**config.mk**
```make
export PLATFORM = sky130hd
export DESIGN_NAME = rx_err_handler
export DESIGN_NICKNAME = d
export VERILOG_FILES = /design/src/rtl/rx_err_handler.sv
export SDC_FILE = /design/constraint.sdc
export NUM_CORES = 1
export LEC_CHECK = 0
export ABC_AREA = 0
export BUFFER_PORTS_ARGS = -buffer_cell sky130_fd_sc_hd__buf_2
export CAP_MARGIN = 20
export CORE_AREA = 5 5 73 75
export DETAILED_ROUTE_END_ITERATION = 7
export DIE_AREA = 0 0 78 80
export PLACE_DENSITY = 0.76
export SLEW_MARGIN = 20
export SYNTH_ARGS = -nofsm -noshare
export SYNTH_HDL_FRONTEND = slang
export SYNTH_SLANG_ARGS = --single-unit
```
**constraint.sdc**
```tcl
create_clock -name clk -period 1.9 [get_ports clk]
set_clock_uncertainty 0.2 [all_clocks]
set_input_delay 0.38 -clock clk [delete_from_list [all_inputs] [get_ports clk]]
set_output_delay 0.38 -clock clk [all_outputs]
set_load 0.02 [all_outputs]
```
**src/rtl/rx_err_handler.sv**
```systemverilog
module rx_err_handler #(
  parameter int CNT_W = 32
) (
  input  logic             clk,
  input  logic             rst_n,
  input  logic             sof,
  input  logic             eof,
  input  logic             ovf,
  input  logic             bd_free,
  input  logic             reg_we,
  input  logic [1:0]       reg_addr,
  input  logic [31:0]      reg_wdata,
  output logic             wb_valid,
  output logic             wb_overrun,
  output logic             wb_last,
  output logic             ev_rxf,
  output logic             ev_busy,
  output logic             q_halted,
  output logic             hunting,
  output logic [CNT_W-1:0] drop_cnt
);

  typedef enum logic [1:0] {S_IDLE, S_RECV, S_HUNT} st_t;
  st_t st;

  localparam logic [CNT_W-1:0] CNT_MAX = '1;

  wire in_frame  = (st == S_RECV);
  wire can_start = sof && !in_frame;
  wire accept    = can_start && !q_halted && bd_free;
  wire busy_hit  = can_start && !q_halted && !bd_free;
  wire halt_drop = can_start && q_halted;
  wire ovr_hit   = in_frame && ovf;
  wire eof_hit   = in_frame && eof && !ovf;
  wire cnt_inc   = ovr_hit || busy_hit || halt_drop;

  wire wr_ev   = reg_we && (reg_addr == 2'd0);
  wire wr_halt = reg_we && (reg_addr == 2'd1) && reg_wdata[0];
  wire wr_clr  = reg_we && (reg_addr == 2'd2);

  assign hunting = (st == S_HUNT);

  always_ff @(posedge clk) begin
    if (!rst_n) begin
      st         <= S_IDLE;
      wb_valid   <= 1'b0;
      wb_overrun <= 1'b0;
      wb_last    <= 1'b0;
      ev_rxf     <= 1'b0;
      ev_busy    <= 1'b0;
      q_halted   <= 1'b0;
      drop_cnt   <= '0;
    end else begin
      if (can_start)    st <= accept ? S_RECV : S_IDLE;
      else if (ovr_hit) st <= S_HUNT;
      else if (eof_hit) st <= S_IDLE;

      wb_valid   <= ovr_hit || eof_hit;
      wb_overrun <= ovr_hit;
      wb_last    <= ovr_hit || eof_hit;

      ev_rxf  <= (ev_rxf  && !(wr_ev && reg_wdata[0])) || ovr_hit || eof_hit;
      ev_busy <= (ev_busy && !(wr_ev && reg_wdata[1])) || busy_hit;

      if (busy_hit)     q_halted <= 1'b1;
      else if (wr_halt) q_halted <= 1'b0;

      if (wr_clr)                             drop_cnt <= '0;
      else if (cnt_inc && drop_cnt != CNT_MAX) drop_cnt <= drop_cnt + 1'b1;
    end
  end

  // overrun inside a frame closes the descriptor with both bits
  a_r3_ovr_close: assert property (@(posedge clk) disable iff (!rst_n)
    (st == S_RECV && ovf) |=> (wb_valid && wb_overrun && wb_last && hunting));

  // hunting ignores everything except a frame start
  a_r4_hunt_quiet: assert property (@(posedge clk) disable iff (!rst_n)
    (hunting && !sof) |=> (!wb_valid && hunting));

  // a start without a free descriptor halts and flags busy
  a_r5_busy_halt: assert property (@(posedge clk) disable iff (!rst_n)
    (!in_frame && sof && !q_halted && !bd_free) |=> (q_halted && ev_busy && !wb_valid));

  // halt holds until the halt bit is written with one
  a_r7_halt_hold: assert property (@(posedge clk) disable iff (!rst_n)
    (q_halted && !(reg_we && reg_addr == 2'd1 && reg_wdata[0])) |=> q_halted);

  // saturation
  a_r8_saturate: assert property (@(posedge clk) disable iff (!rst_n)
    (drop_cnt == CNT_MAX && !(reg_we && reg_addr == 2'd2)) |=> (drop_cnt == CNT_MAX));

  // every write-back carries the last-in-frame bit
  a_r2_wb_last: assert property (@(posedge clk) disable iff (!rst_n)
    wb_valid |-> (wb_last && ev_rxf));

endmodule

```
# Word-level counts from Yosys, hierarchy flattened
# Index checks and enable logic that the tools add are counted.
# totals
reg_bits,39
inputBits,41
out_inout_bits,39
wordCells,53
# classes
n_addsub,1
n_eq_ne,5
mux,6
n_bitwise,1
reduce_logical,33
# ops
operator,n
32-bit by 1-bit adder with 32-bit output (second input constant),1
32-bit inequality test (second input constant),1
1-bit logical AND,17
1-bit zero test,6
1-bit logical OR,6
2-bit 2-to-1 mux,3
2-bit by 1-bit equality test with 1-bit output (second input constant),2
2-bit equality test (second input constant),2
1-bit 2-to-1 mux,3
3-bit nonzero test,1
2-bit zero test,1
2-bit nonzero test,1
2-bit OR reduction,1
1-bit NOT,1

# Longest topological paths before layout
# logic_depth
word_depth,8
ltp_mapped,9

# Worst setup path before layout
# Ideal clock, no wire load.
# synth_path
path_type,reg2reg
from,register drop_cnt[0]
to,register drop_cnt[18]
setup_ps,60
arrival_ps,1965
required_ps,1640
setup_slack_ps,-325
path_stages_with_launch,7
n_path_buf,0
path_cell_list,dfxtp_1 > ha_1 > nand3_1 > nor3_2 > o311ai_1 > or4_1 > nand2_1
# synth_between
elab_chain_len,2
word_cells_on_any_way,3
classes_between,1 x add/sub; 1 x eq/ne; 1 x reduce/logical
# synth_rtl
item,line_no,source
"start, declared",20,output logic [CNT_W-1:0] drop_cnt
"start signal, assigned",69,else if (cnt_inc && drop_cnt != CNT_MAX) drop_cnt <= drop_cnt + 1'b1;
branches (longest 2 deep; another with 32-bit by 1-bit adder with 32-bit output),--,
# Parallel ways; which one is timed is not known.
# A chain may end at the register's enable or synchronous reset.

# Worst setup path in the final report
# layout_path
from,register drop_cnt[11]
to,register drop_cnt[25]
# Same word-level chain as after synthesis.

==> metrics.txt <==
clock-pin transition on the worst setup and hold timing paths=approximately 80 ps; Achievable Freq=between 0.4 and 0.5 GHz; count of mapped cells out of synthesis=about 230; count of vias placed by the detailed router=2352; synth unique cells=43; failing checks=setup timing; root buf cell=sky130_fd_sc_hd__clkbuf_8; Die X=approximately 78 µm; max_cap viols=0; Reg-to-Reg Start=drop_cnt[11]$_SDFFE_PP0P_; commonest non-fill, non-tap cell in the layout=sky130_fd_sc_hd__buf_4; placement-stage worst setup slack=-225.9 ps; Max Fanout on Critical Path=4; run status=finished with violations; total cell area at the placement stage=0.002764 mm²; sum of net half-perimeters after detailed placement=~4.2 mm; top library cells by usage in the layout, fill and taps aside=sky130_fd_sc_hd__buf_4 (70), sky130_fd_sc_hd__buf_2 (50), sky130_fd_sc_hd__nand2_1 (24); cell area after synthesis=0.001926 mm²; Worst Reg-to-Reg Cells=6; number of CTS-inserted buffers=5; number of flip-flops and latches in the synthesized netlist=39; Setup crit start kind=register; TritonCTS clock tree=yes; endpoint of the worst hold-timing path=st[0]$_SDFFE_PN0P_; Die ar.=around 0.0062 mm²; number of DRC violations after detailed routing=0; reg-to-reg setup timing slack=-110 ps; Mean Syn Cell Area=between 8 and 9 µm²; max-slew violation count=0; worst flop-to-flop path endpoint=drop_cnt[25]$_SDFFE_PP0P_; Cells on Worst Hold Path=3; number of optimization iterations in the first detailed-route pass=4; standby leakage power=between 0.001 and 0.0015 µW; total power after layout=roughly 1600 µW; # fillers=about 350; min cycle time layout=between 2000 and 2500 ps; count of flip-flops with a built-in enable after synthesis=0; arrival time at the worst endpoint=approximately 2100 ps; # placed instances=about 390; port buffer count=49; number of H-tree levels=2; Max transition margin=0.7090; total congestion overflow=0; CP Capture Type=register; site row count=25; Hold Fails Final Rpt=0; portion of the clock cycle consumed by the worst path in the final layout=1.059; first-pass GRT wire length=9.942 mm; final RePlAce weighted congestion=approximately 0.82; final worst slack=-111.5 ps; fraction of registers with async set/reset=0; clock latency of the later-clocked register in the worst-skew pair=about 300 ps; core area=0.004598 mm²; most used flip-flop cell after synthesis=sky130_fd_sc_hd__dfxtp_1; number of sinks on the clock net=39; unrepaired setup endpoints after global routing=yes; final wirelength=between 6 and 7 mm; endpoints failing setup=27; Top Ports=80; transition time at the pin with the least slew margin=435.5 ps; ratio of cells with drive above 1 in the final layout=0.5421; kind of path behind the tightest hold check=in2reg; data required time of the critical path=1950 ps; synth-to-layout area growth=65.63%; part of the Yosys area used for sequential elements=0.4055; antenna violations before repair=0; routed length per placed instance=16.17 µm; via count of the first global-routing pass=roughly 2300; clk buf depth=2; kind of critical path=reg2reg; vias per cell=~5.7; number of warnings printed during yosys synthesis=0; initial core utilization=0.4188; Max rail drop VDD=~0.5 mV; power density relative to cell area=512.6 mW/mm²; Post-Layout Inst Area=about 0.0032 mm²; Hold Startpoint=rst_n; maximum number of pins on one net before global-route repair=16; number of nets produced by synthesis=around 280; global-route total usage across every layer=0.1967; fin cells=410; count of nets left with antenna violations after detail routing=0; first-iteration detailed-routing DRC count=~150; Die H=around 80 µm; total number of nets in the final design=between 300 and 400; number of antenna diodes=0
power by group:
group | internal [µW] | switching, µW | leakage (µW)
combinational | 104 | 131 | 0.000966
clock | 261 | 303 | 0.0000395
sequential | 827 | 9.10 | 0.000325
state kept, by name, summed over array words and instances (netlist names):
name        flops
ev_busy         1
wb_overrun      1
drop_cnt       32
wb_last         1
ev_rxf          1
st              2
q_halted        1
cell type report:
class | count | area (µm²) | area share
multi-input combinational | 175 | 1331 | 0.4174
timing repair buffer | 127 | 872.1 | 0.2734
clock buffer | 8 | 80.08 | 0.02511
tap | 54 | 67.56 | 0.02118
inverter | 7 | 26.28 | 0.008239
sequential | 39 | 812.0 | 0.2546
synth_stat cells (7+ instances only):
library cell | n | area (µm²)
sky130_fd_sc_hd__o31ai_1 | 9 | 67.56
sky130_fd_sc_hd__dfxtp_1 | 39 | 780.8
sky130_fd_sc_hd__inv_1 | 7 | 26.28
sky130_fd_sc_hd__or4_1 | 10 | 75.07
sky130_fd_sc_hd__a21oi_1 | 23 | 115.1
sky130_fd_sc_hd__clkbuf_1 | 8 | 30.03
sky130_fd_sc_hd__nor2_1 | 10 | 37.54
sky130_fd_sc_hd__or3_1 | 9 | 56.30
sky130_fd_sc_hd__nand2_1 | 24 | 90.09
sky130_fd_sc_hd__nand3_1 | 14 | 70.07
sky130_fd_sc_hd__nand4_1 | 9 | 56.30
sky130_fd_sc_hd__o21ai_0 | 14 | 70.07
kinds of logic (layout without fill, tap and decap cells):
| family | count (synthesis) | in the layout | share of synthesized area |
|---|---|---|---|
| adders and majority gates | 1 | 1 | 0.006497 |
| buffers and inverters | 20 | 142 | 0.05004 |
| xor gates and xnor gates | 3 | 3 | 0.01365 |
| AOI/OAI and AO/OA | 63 | 63 | 0.2027 |
| and+or+nand+nor | 103 | 103 | 0.2957 |
| DFF | 39 | 39 | 0.4055 |
| muxes | 5 | 5 | 0.02599 |
repair_timing:
item | CTS | global route
setup buffers | 7 | 7
pin swaps | 9 | 18
resized for setup | 14 | 43
gates cloned | 1 | 1
hold buffers | 0 | 0
setup endpoints to repair | 27 | 30
per-layer routing:
| metal | vias to the layer above | GRT usage | share of wire |
|---|---|---|---|
| li1 | 1123 | - | - |
| met3 | 14 | 0.06772 | 0.084 |
| met5 | - | 0 | 0 |
| met4 | 0 | 0.07264 | 0.017 |
| met1 | 1120 | 0.2213 | 0.39 |
| met2 | 95 | 0.3414 | 0.50 |
critical path: stages (launching register included):
cell and delay, ps:
sky130_fd_sc_hd__dfxtp_2 350, sky130_fd_sc_hd__and4_4 270, sky130_fd_sc_hd__and3_4 230, sky130_fd_sc_hd__buf_4 130
sky130_fd_sc_hd__nand3_1 130, sky130_fd_sc_hd__or4_4 510, sky130_fd_sc_hd__a21oi_2 130
how the worst max path moves through the flow:
stage | end | startpoint | slack [ps] | cells past startpoint
after floorplan | drop_cnt[9]$_SDFFE_PP0P_ | drop_cnt[14]$_SDFFE_PP0P_ | -150 | 8
final | drop_cnt[25]$_SDFFE_PP0P_ | drop_cnt[11]$_SDFFE_PP0P_ | -110 | 6
after detailed placement | drop_cnt[29]$_SDFFE_PP0P_ | bd_free | -230 | 7
after global routing | drop_cnt[3]$_SDFFE_PP0P_ | drop_cnt[1]$_SDFFE_PP0P_ | -170 | 9
after CTS | drop_cnt[29]$_SDFFE_PP0P_ | drop_cnt[11]$_SDFFE_PP0P_ | -80 | 6
after global placement | drop_cnt[29]$_SDFFE_PP0P_ | bd_free | -190 | 7
through the flow:
step / hold WS (ps) / setup TNS, ps / utilization
2_1_floorplan: 265.9 / -2792 / -
3_3_place_gp: 264.2 / -2826 / 0.6011
3_5_place_dp: 274.7 / -3690 / 0.6011
4_1_cts: 128.6 / -835.1 / 0.6476
5_1_grt: 125.8 / -3613 / 0.6936
6_report: 121.5 / -1702 / 0.6936
No activity file was read; power rests on OpenSTA's default activity.
